<file path="src/rtl/keyed_wdt_pkg.sv">
package keyed_wdt_pkg;
  localparam int DATA_W = 8;
  localparam int ADDR_W = 1;
  localparam logic [DATA_W-1:0] KEY_BYTE = 8'h55;
  localparam logic [ADDR_W-1:0] ADDR_CLR = 1'b0;
  localparam logic [ADDR_W-1:0] ADDR_SEL = 1'b1;

  typedef struct packed {
    logic              wr;
    logic              rd;
    logic [ADDR_W-1:0] addr;
    logic [DATA_W-1:0] data;
  } bus_cmd_t;
endpackage

</file>
<file path="src/rtl/kwdt_regs.sv">
module kwdt_regs
  import keyed_wdt_pkg::*;
#(
  parameter int SEL_W = 2
) (
  input  logic              clk,
  input  logic              rst,
  input  logic              resume_i,
  input  bus_cmd_t          cmd_i,
  output logic              key_hit_o,
  output logic [SEL_W-1:0]  act_sel_o,
  output logic [DATA_W-1:0] rdata_o
);
  logic [SEL_W-1:0]  pend_sel_q;
  logic [SEL_W-1:0]  act_sel_q;
  logic [DATA_W-1:0] rdata_q;
  logic              sel_wr;

  assign key_hit_o = cmd_i.wr && (cmd_i.addr == ADDR_CLR) && (cmd_i.data == KEY_BYTE);
  assign sel_wr    = cmd_i.wr && (cmd_i.addr == ADDR_SEL);

  always_ff @(posedge clk) begin
    if (rst || resume_i) begin
      pend_sel_q <= '0;
      act_sel_q  <= '0;
      rdata_q    <= '0;
    end else begin
      if (sel_wr)
        pend_sel_q <= cmd_i.data[SEL_W-1:0];
      if (key_hit_o)
        act_sel_q <= pend_sel_q;
      if (cmd_i.rd) begin
        if (cmd_i.addr == ADDR_SEL)
          rdata_q <= {{(DATA_W-SEL_W){1'b0}}, pend_sel_q};
        else
          rdata_q <= '0;
      end
    end
  end

  assign act_sel_o = act_sel_q;
  assign rdata_o   = rdata_q;

  p_sel_defer_r5: assert property (@(posedge clk) disable iff (rst)
    (!key_hit_o && !resume_i) |=> $stable(act_sel_q));

  p_sel_load_r5: assert property (@(posedge clk) disable iff (rst)
    (key_hit_o && !resume_i) |=> (act_sel_q == $past(pend_sel_q)));

  p_clr_reads_zero_r10: assert property (@(posedge clk) disable iff (rst)
    (cmd_i.rd && cmd_i.addr == ADDR_CLR && !resume_i) |=> (rdata_q == '0));

  p_resv_zero_r10: assert property (@(posedge clk) disable iff (rst)
    rdata_q[DATA_W-1:SEL_W] == '0);
endmodule

</file>
<file path="src/rtl/kwdt_enable.sv">
module kwdt_enable (
  input  logic clk,
  input  logic rst,
  input  logic resume_i,
  input  logic idle_i,
  input  logic dis_req_i,
  output logic en_o
);
  logic en_q;

  always_ff @(posedge clk) begin
    if (rst || resume_i)
      en_q <= 1'b1;
    else if (dis_req_i && idle_i)
      en_q <= 1'b0;
  end

  assign en_o = en_q;

  p_dis_idle_only_r7: assert property (@(posedge clk) disable iff (rst)
    (en_q && !idle_i) |=> en_q);

  p_on_after_resume_r9: assert property (@(posedge clk) disable iff (rst)
    resume_i |=> en_q);
endmodule

</file>
<file path="src/rtl/kwdt_limit.sv">
module kwdt_limit #(
  parameter int SEL_W    = 2,
  parameter int BASE_EXP = 16,
  parameter int CNT_W    = BASE_EXP + (1 << SEL_W) - 1
) (
  input  logic             clk,
  input  logic             rst,
  input  logic [SEL_W-1:0] sel_i,
  output logic [CNT_W-1:0] term_o
);
  localparam int NSEL = 1 << SEL_W;

  logic [CNT_W-1:0] term_tab [NSEL];
  logic [CNT_W-1:0] term_q;

  for (genvar i = 0; i < NSEL; i++) begin : g_term
    localparam logic [CNT_W:0] ONE_HOT = (CNT_W+1)'(1) << (BASE_EXP + i);
    localparam logic [CNT_W:0] TERM_W  = ONE_HOT - (CNT_W+1)'(1);
    assign term_tab[i] = TERM_W[CNT_W-1:0];
  end

  always_ff @(posedge clk) begin
    if (rst)
      term_q <= term_tab[0];
    else
      term_q <= term_tab[sel_i];
  end

  assign term_o = term_q;
endmodule

</file>
<file path="src/rtl/kwdt_counter.sv">
module kwdt_counter #(
  parameter int CNT_W = 19
) (
  input  logic             clk,
  input  logic             rst,
  input  logic             restart_i,
  input  logic             en_i,
  input  logic             freeze_i,
  input  logic [CNT_W-1:0] term_i,
  output logic             pulse_o
);
  logic [CNT_W-1:0] cnt_q;
  logic             pulse_q;

  always_ff @(posedge clk) begin
    if (rst || restart_i) begin
      cnt_q   <= '0;
      pulse_q <= 1'b0;
    end else if (!en_i) begin
      cnt_q   <= '0;
      pulse_q <= 1'b0;
    end else if (freeze_i) begin
      pulse_q <= 1'b0;
    end else if (cnt_q == term_i) begin
      cnt_q   <= '0;
      pulse_q <= 1'b1;
    end else begin
      cnt_q   <= cnt_q + 1'b1;
      pulse_q <= 1'b0;
    end
  end

  assign pulse_o = pulse_q;

  p_restart_zero_r2: assert property (@(posedge clk) disable iff (rst)
    restart_i |=> (cnt_q == '0 && !pulse_q));

  p_freeze_hold_r8: assert property (@(posedge clk) disable iff (rst)
    (freeze_i && en_i && !restart_i) |=> (cnt_q == $past(cnt_q) && !pulse_q));

  p_pulse_single_r6: assert property (@(posedge clk) disable iff (rst)
    pulse_q |=> !pulse_q);

  p_pulse_restart_r6: assert property (@(posedge clk) disable iff (rst)
    $rose(pulse_q) |-> (cnt_q == '0));
endmodule

</file>
<file path="src/rtl/keyed_watchdog.sv">
module keyed_watchdog
  import keyed_wdt_pkg::*;
#(
  parameter int BASE_EXP = 16,
  parameter int SEL_W    = 2
) (
  input  logic              clk,
  input  logic              rst,
  input  logic              bus_wr,
  input  logic              bus_rd,
  input  logic [ADDR_W-1:0] bus_addr,
  input  logic [DATA_W-1:0] bus_wdata,
  output logic [DATA_W-1:0] bus_rdata,
  input  logic              idle_mode,
  input  logic              pdown_mode,
  input  logic              resume_evt,
  input  logic              sw_disable,
  output logic              wdt_reset
);
  localparam int CNT_W = BASE_EXP + (1 << SEL_W) - 1;

  bus_cmd_t         cmd;
  logic             key_hit;
  logic [SEL_W-1:0] act_sel;
  logic             wdt_en;
  logic [CNT_W-1:0] term;
  logic             restart;

  assign cmd.wr   = bus_wr;
  assign cmd.rd   = bus_rd;
  assign cmd.addr = bus_addr;
  assign cmd.data = bus_wdata;

  assign restart = key_hit || resume_evt;

  kwdt_regs #(.SEL_W(SEL_W)) u_regs (
    .clk       (clk),
    .rst       (rst),
    .resume_i  (resume_evt),
    .cmd_i     (cmd),
    .key_hit_o (key_hit),
    .act_sel_o (act_sel),
    .rdata_o   (bus_rdata)
  );

  kwdt_enable u_enable (
    .clk       (clk),
    .rst       (rst),
    .resume_i  (resume_evt),
    .idle_i    (idle_mode),
    .dis_req_i (sw_disable),
    .en_o      (wdt_en)
  );

  kwdt_limit #(.SEL_W(SEL_W), .BASE_EXP(BASE_EXP), .CNT_W(CNT_W)) u_limit (
    .clk    (clk),
    .rst    (rst),
    .sel_i  (act_sel),
    .term_o (term)
  );

  kwdt_counter #(.CNT_W(CNT_W)) u_counter (
    .clk       (clk),
    .rst       (rst),
    .restart_i (restart),
    .en_i      (wdt_en),
    .freeze_i  (pdown_mode),
    .term_i    (term),
    .pulse_o   (wdt_reset)
  );

  p_quiet_when_off_r7: assert property (@(posedge clk) disable iff (rst)
    (!wdt_en && !resume_evt) |=> !wdt_reset);

  p_no_pulse_frozen_r8: assert property (@(posedge clk) disable iff (rst)
    pdown_mode |=> !wdt_reset);

  p_reset_quiet_r1: assert property (@(posedge clk)
    rst |=> !wdt_reset);
endmodule

</file>
<file path="config.mk">
export PLATFORM = sky130hd
export DESIGN_NAME = keyed_watchdog
export DESIGN_NICKNAME = d
export VERILOG_FILES = /design/src/rtl/keyed_wdt_pkg.sv /design/src/rtl/kwdt_regs.sv /design/src/rtl/kwdt_enable.sv /design/src/rtl/kwdt_limit.sv /design/src/rtl/kwdt_counter.sv /design/src/rtl/keyed_watchdog.sv
export SDC_FILE = /design/constraint.sdc
export NUM_CORES = 1
export LEC_CHECK = 0
export BUFFER_PORTS_ARGS = -buffer_cell sky130_fd_sc_hd__buf_2
export CORE_MARGIN = 8
export CORE_UTILIZATION = 57
export DETAILED_ROUTE_END_ITERATION = 16
export GPL_TIMING_DRIVEN = 0
export HOLD_SLACK_MARGIN = 0.03
export PLACE_DENSITY = 0.85
export SYNTH_ARGS = -nofsm -noshare
export SYNTH_HDL_FRONTEND = slang
export SYNTH_SLANG_ARGS = --single-unit
</file>
<file path="constraint.sdc">
create_clock -name clk -period 3.9 [get_ports clk]
set_input_delay 0.39 -clock clk [delete_from_list [all_inputs] [get_ports clk]]
set_output_delay 0.39 -clock clk [all_outputs]
set_load 0.01 [all_outputs]
</file>
==> out/qor_table.md <==
| Result | This run | Unit |
|---|---|---|
| Result of the run | finished, final reports clean | - |
| Count of hold buffers inserted by post-cts repair | 0 | - |
| Util after Layout | 70.5 | % |
| Critical Path Start Type | flip-flop | - |
| Asr flop ratio synth | 0 | % |
| Footprint of the multi-input gates | 716 | um2 |
| Proportion of layout cells with a drive suffix above 1 | 22.1 | % |
| Number of global-route vias before repair | 1107 | - |
| Area fraction of the dominant cell type after synthesis | 44.0 | % |
| Distinct cells, synth | 34 | - |
| Critical-path cell with the highest stage delay | or4_4 | - |
| Aggregate global-route resource usage | 13.5 | % |
| Number of DRC violations after detailed routing | 0 | - |
| Leakage | 0.623 | nW |
| CTS tree | built | - |
| Total number of H-tree levels | 2 | - |
| Area of all sequential standard cells | 601 | um2 |
| Maximum number of pins on one net before global-route repair | 11 | - |
| Port Buffers | 19 | - |
| Final WL | 2620 | um |
| Total power per unit cell area | 340 | nW/um2 |
| Initial antenna violation count | 0 | - |
| # resized after CTS | 0 | - |
| Actual transition at the worst max-transition pin | 0.503 | ns |
| Startpoint-to-endpoint class of the critical path | reg -> reg | - |
| Crit-path max cell delay | 0.60 | ns |
| Number of buffers created by CTS | 5 | - |
| Main area contributors after synthesis | dfxtp_1 44%, xnor2_1 9.0%, nor2_1 6.3% | - |
| Antenna Nets Post-Route | 0 | - |
| Clock insertion delay at the later pin of the skew report | 0.33 | ns |
| Category of the worst setup path capture point | flip-flop | - |
| Peak supply drop | 271 | uV |
| Routed WL per cell | 12.5 | um |
| TritonCTS Sinks | 30 | - |
| Min cycle time layout | 2.11 | ns |
| MaxCap Viol Count | 0 | - |
| Die ar. | 4220 | um2 |
| Mean instance size in the synthesized netlist | 9.16 | um2 |
| Final-stage net count | 198 | - |
| Classification of the worst-slack hold path | in -> reg | - |
| Iter 0 DRT Violations | 37 | - |
| Cell Chain, Critical Path | ha_1 -> nand4b_1 -> or4_4 -> o21bai_4 -> buf_6 -> nor2_1 | - |
| Via density per instance | 5.32 | - |
| Placement Rows | 17 | - |
| Final count of hold timing violations | 0 | - |
| Total of endpoints with negative setup slack in the final report | 0 | - |
| Share of the clock period used by the worst path after layout | 54.0 | % |
| TNS Setup | 0 | ns |
| Clock Pin Slew Worst Setup and Hold Paths | 0.10 | ns |
| Number of setup buffers added after CTS | 0 | - |
| Most instantiated library cell after synthesis | dfxtp_1 | - |
| Initial standard-cell utilization of the core | 61.1 | % |
| Die height | 64.9 | um |
| Fin. max-slew vios | 0 | - |
| Cell Area, Synth | 1370 | um2 |
| First-pass GRT wire length | 4510 | um |
| Post-synthesis to final-layout area growth | 15.3 | % |
| Clock buffer depth | 2 | - |
| Slew headroom | 66.1 | % |
| Setup repair after global routing missed its margin | false | - |
| I/O pin count | 26 | - |
| DR vias | 1111 | - |
| Most frequent cells after synthesis | 30 x dfxtp_1, 23 x nor2_1, 14 x xnor2_1 | - |
| Fmax | 475 | MHz |
| Inserted Diodes | 0 | - |
| Number of flops mapped to enable cells by yosys | 0 | - |
| Critical Path Fanout Max | 10 | - |
| Number of cells produced by synthesis | 149 | - |
| Fin Hold WS | 0.241 | ns |
| Synthesized flop and latch total | 30 | - |
| Sequential fraction of the synthesis area | 44.0 | % |
| Initial DRT Pass Iterations | 4 | - |
| Final HPWL from detailed placement | 2040 | um |
| Crit path required time | 4.13 | ns |
| DIE WIDTH | 64.9 | um |
| Main flop type after synthesis | dfxtp_1 | - |
| Remaining global-route overflow | 0 | - |
| Syn. warnings | 0 | - |
| Root Buffer | clkbuf_4 | - |
| Clock Skews | 0.0113 | ns |
| Filler cell count | 192 | - |
| Cell type with the largest total area after synthesis | dfxtp_1 | - |
| Final Wtd Congestion | 0.770 | - |
| Core area | 2230 | um2 |
| Endpoint arrival time on the critical path | 2.34 | ns |
## layout make-up
cell class	instances	share of cell area [%]
multi-input cells	114	45.5
flip-flops and latches	30	38.2
repair buffers	19	6.04
plain buffers	8	3.82
clock buffers	7	3.50
well taps	28	2.23
inverters	2	0.477
clock inverters	1	0.318
## path summary, 6_finish.rpt
| check | depth (start not counted) | slack (ns) | endpoint | startpoint |
|---|---|---|---|---|
| worst max-delay path | 6 | 1.79 | u_counter.cnt_q[14]$_SDFFE_PP0N_ | u_counter.cnt_q[0]$_SDFFE_PP0N_ |
| worst min-delay path | 2 | 0.24 | u_limit.term_o[16]$_SDFF_PP0_ | rst |
| worst max register to register | 6 | 1.79 | u_counter.cnt_q[14]$_SDFFE_PP0N_ | u_counter.cnt_q[0]$_SDFFE_PP0N_ |
| worst min register to register | 2 | 0.47 | u_regs.rdata_o[1]$_SDFFE_PP0P_ | u_regs.rdata_o[1]$_SDFFE_PP0P_ |
## where the power goes
group	internal, mW	switching [mW]	leakage (nW)
Clock	0.0873	0.106	0.0353
Sequential	0.308	0.00153	0.242
Combinational	0.0170	0.0158	0.346
Total	0.412	0.124	0.623
## layer usage
| layer | vias to the layer above | GRT usage (%) | wire length, um |
|---|---|---|---|
| met5 | - | 0 | 0 |
| met4 | 0 | 9.26 | 48 |
| met3 | 7 | 5.15 | 180 |
| met2 | 32 | 23.2 | 1320 |
| met1 | 510 | 13.3 | 1070 |
| li1 | 562 | - | - |
## logic make-up (layout without fill, tap and decap cells)
family / count (synthesis) / after routing / synth area share [%]
AND/OR/NAND/NOR: 74 / 74 / 29.8
flip-flops: 30 / 30 / 44.0
XOR/XNOR: 18 / 18 / 11.5
AO/OA/AOI/OAI: 12 / 12 / 6.33
buffers and inverters: 10 / 37 / 4.95
multiplexers: 3 / 3 / 2.20
adder cells (fa/ha/maj): 1 / 1 / 0.916
other: 1 / 6 / 0.275
## sequential cells by signal (all words and copies together) (netlist names)
register,count
u_counter.cnt_q,19
u_limit.term_o,3
u_regs.act_sel_o,2
u_regs.pend_sel_q,2
u_regs.rdata_o,2
u_counter.pulse_o,1
u_enable.en_o,1
## worst max-delay path, delay by kind of cell (launching register included)
family | cells | cell delay (ns)
compound gates | 1 | 0.28
fa+ha+maj | 1 | 0.20
buf+inv | 1 | 0.19
flops | 1 | 0.41
simple gates | 3 | 0.92
## stage by stage
step                      setup WS [ns]  area, um2  power [mW]  instances
after floorplan                    2.06       1380       0.336        154
after global placement             1.87       1510       0.347        201
after detailed placement           1.81       1510       0.348        201
after CTS                          1.79       1570       0.539        209
after global routing               1.67       1570       0.557        209
final                              1.79       1570       0.535        209
## placed cells by master, fill, tap and decap left out, types with 3 or more instances in the layout
master,n
nand4_1,4
a21oi_1,5
buf_4,6
xnor2_1,14
nand2_1,11
clkbuf_4,5
dfxtp_1,30
nor2_1,23
conb_1,6
mux2i_1,3
nand3_1,11
buf_2,19
nor3_1,4
nor4_1,4
xor2_1,4
nor2b_1,3
Note: power is estimated with default switching activity, not from simulation.
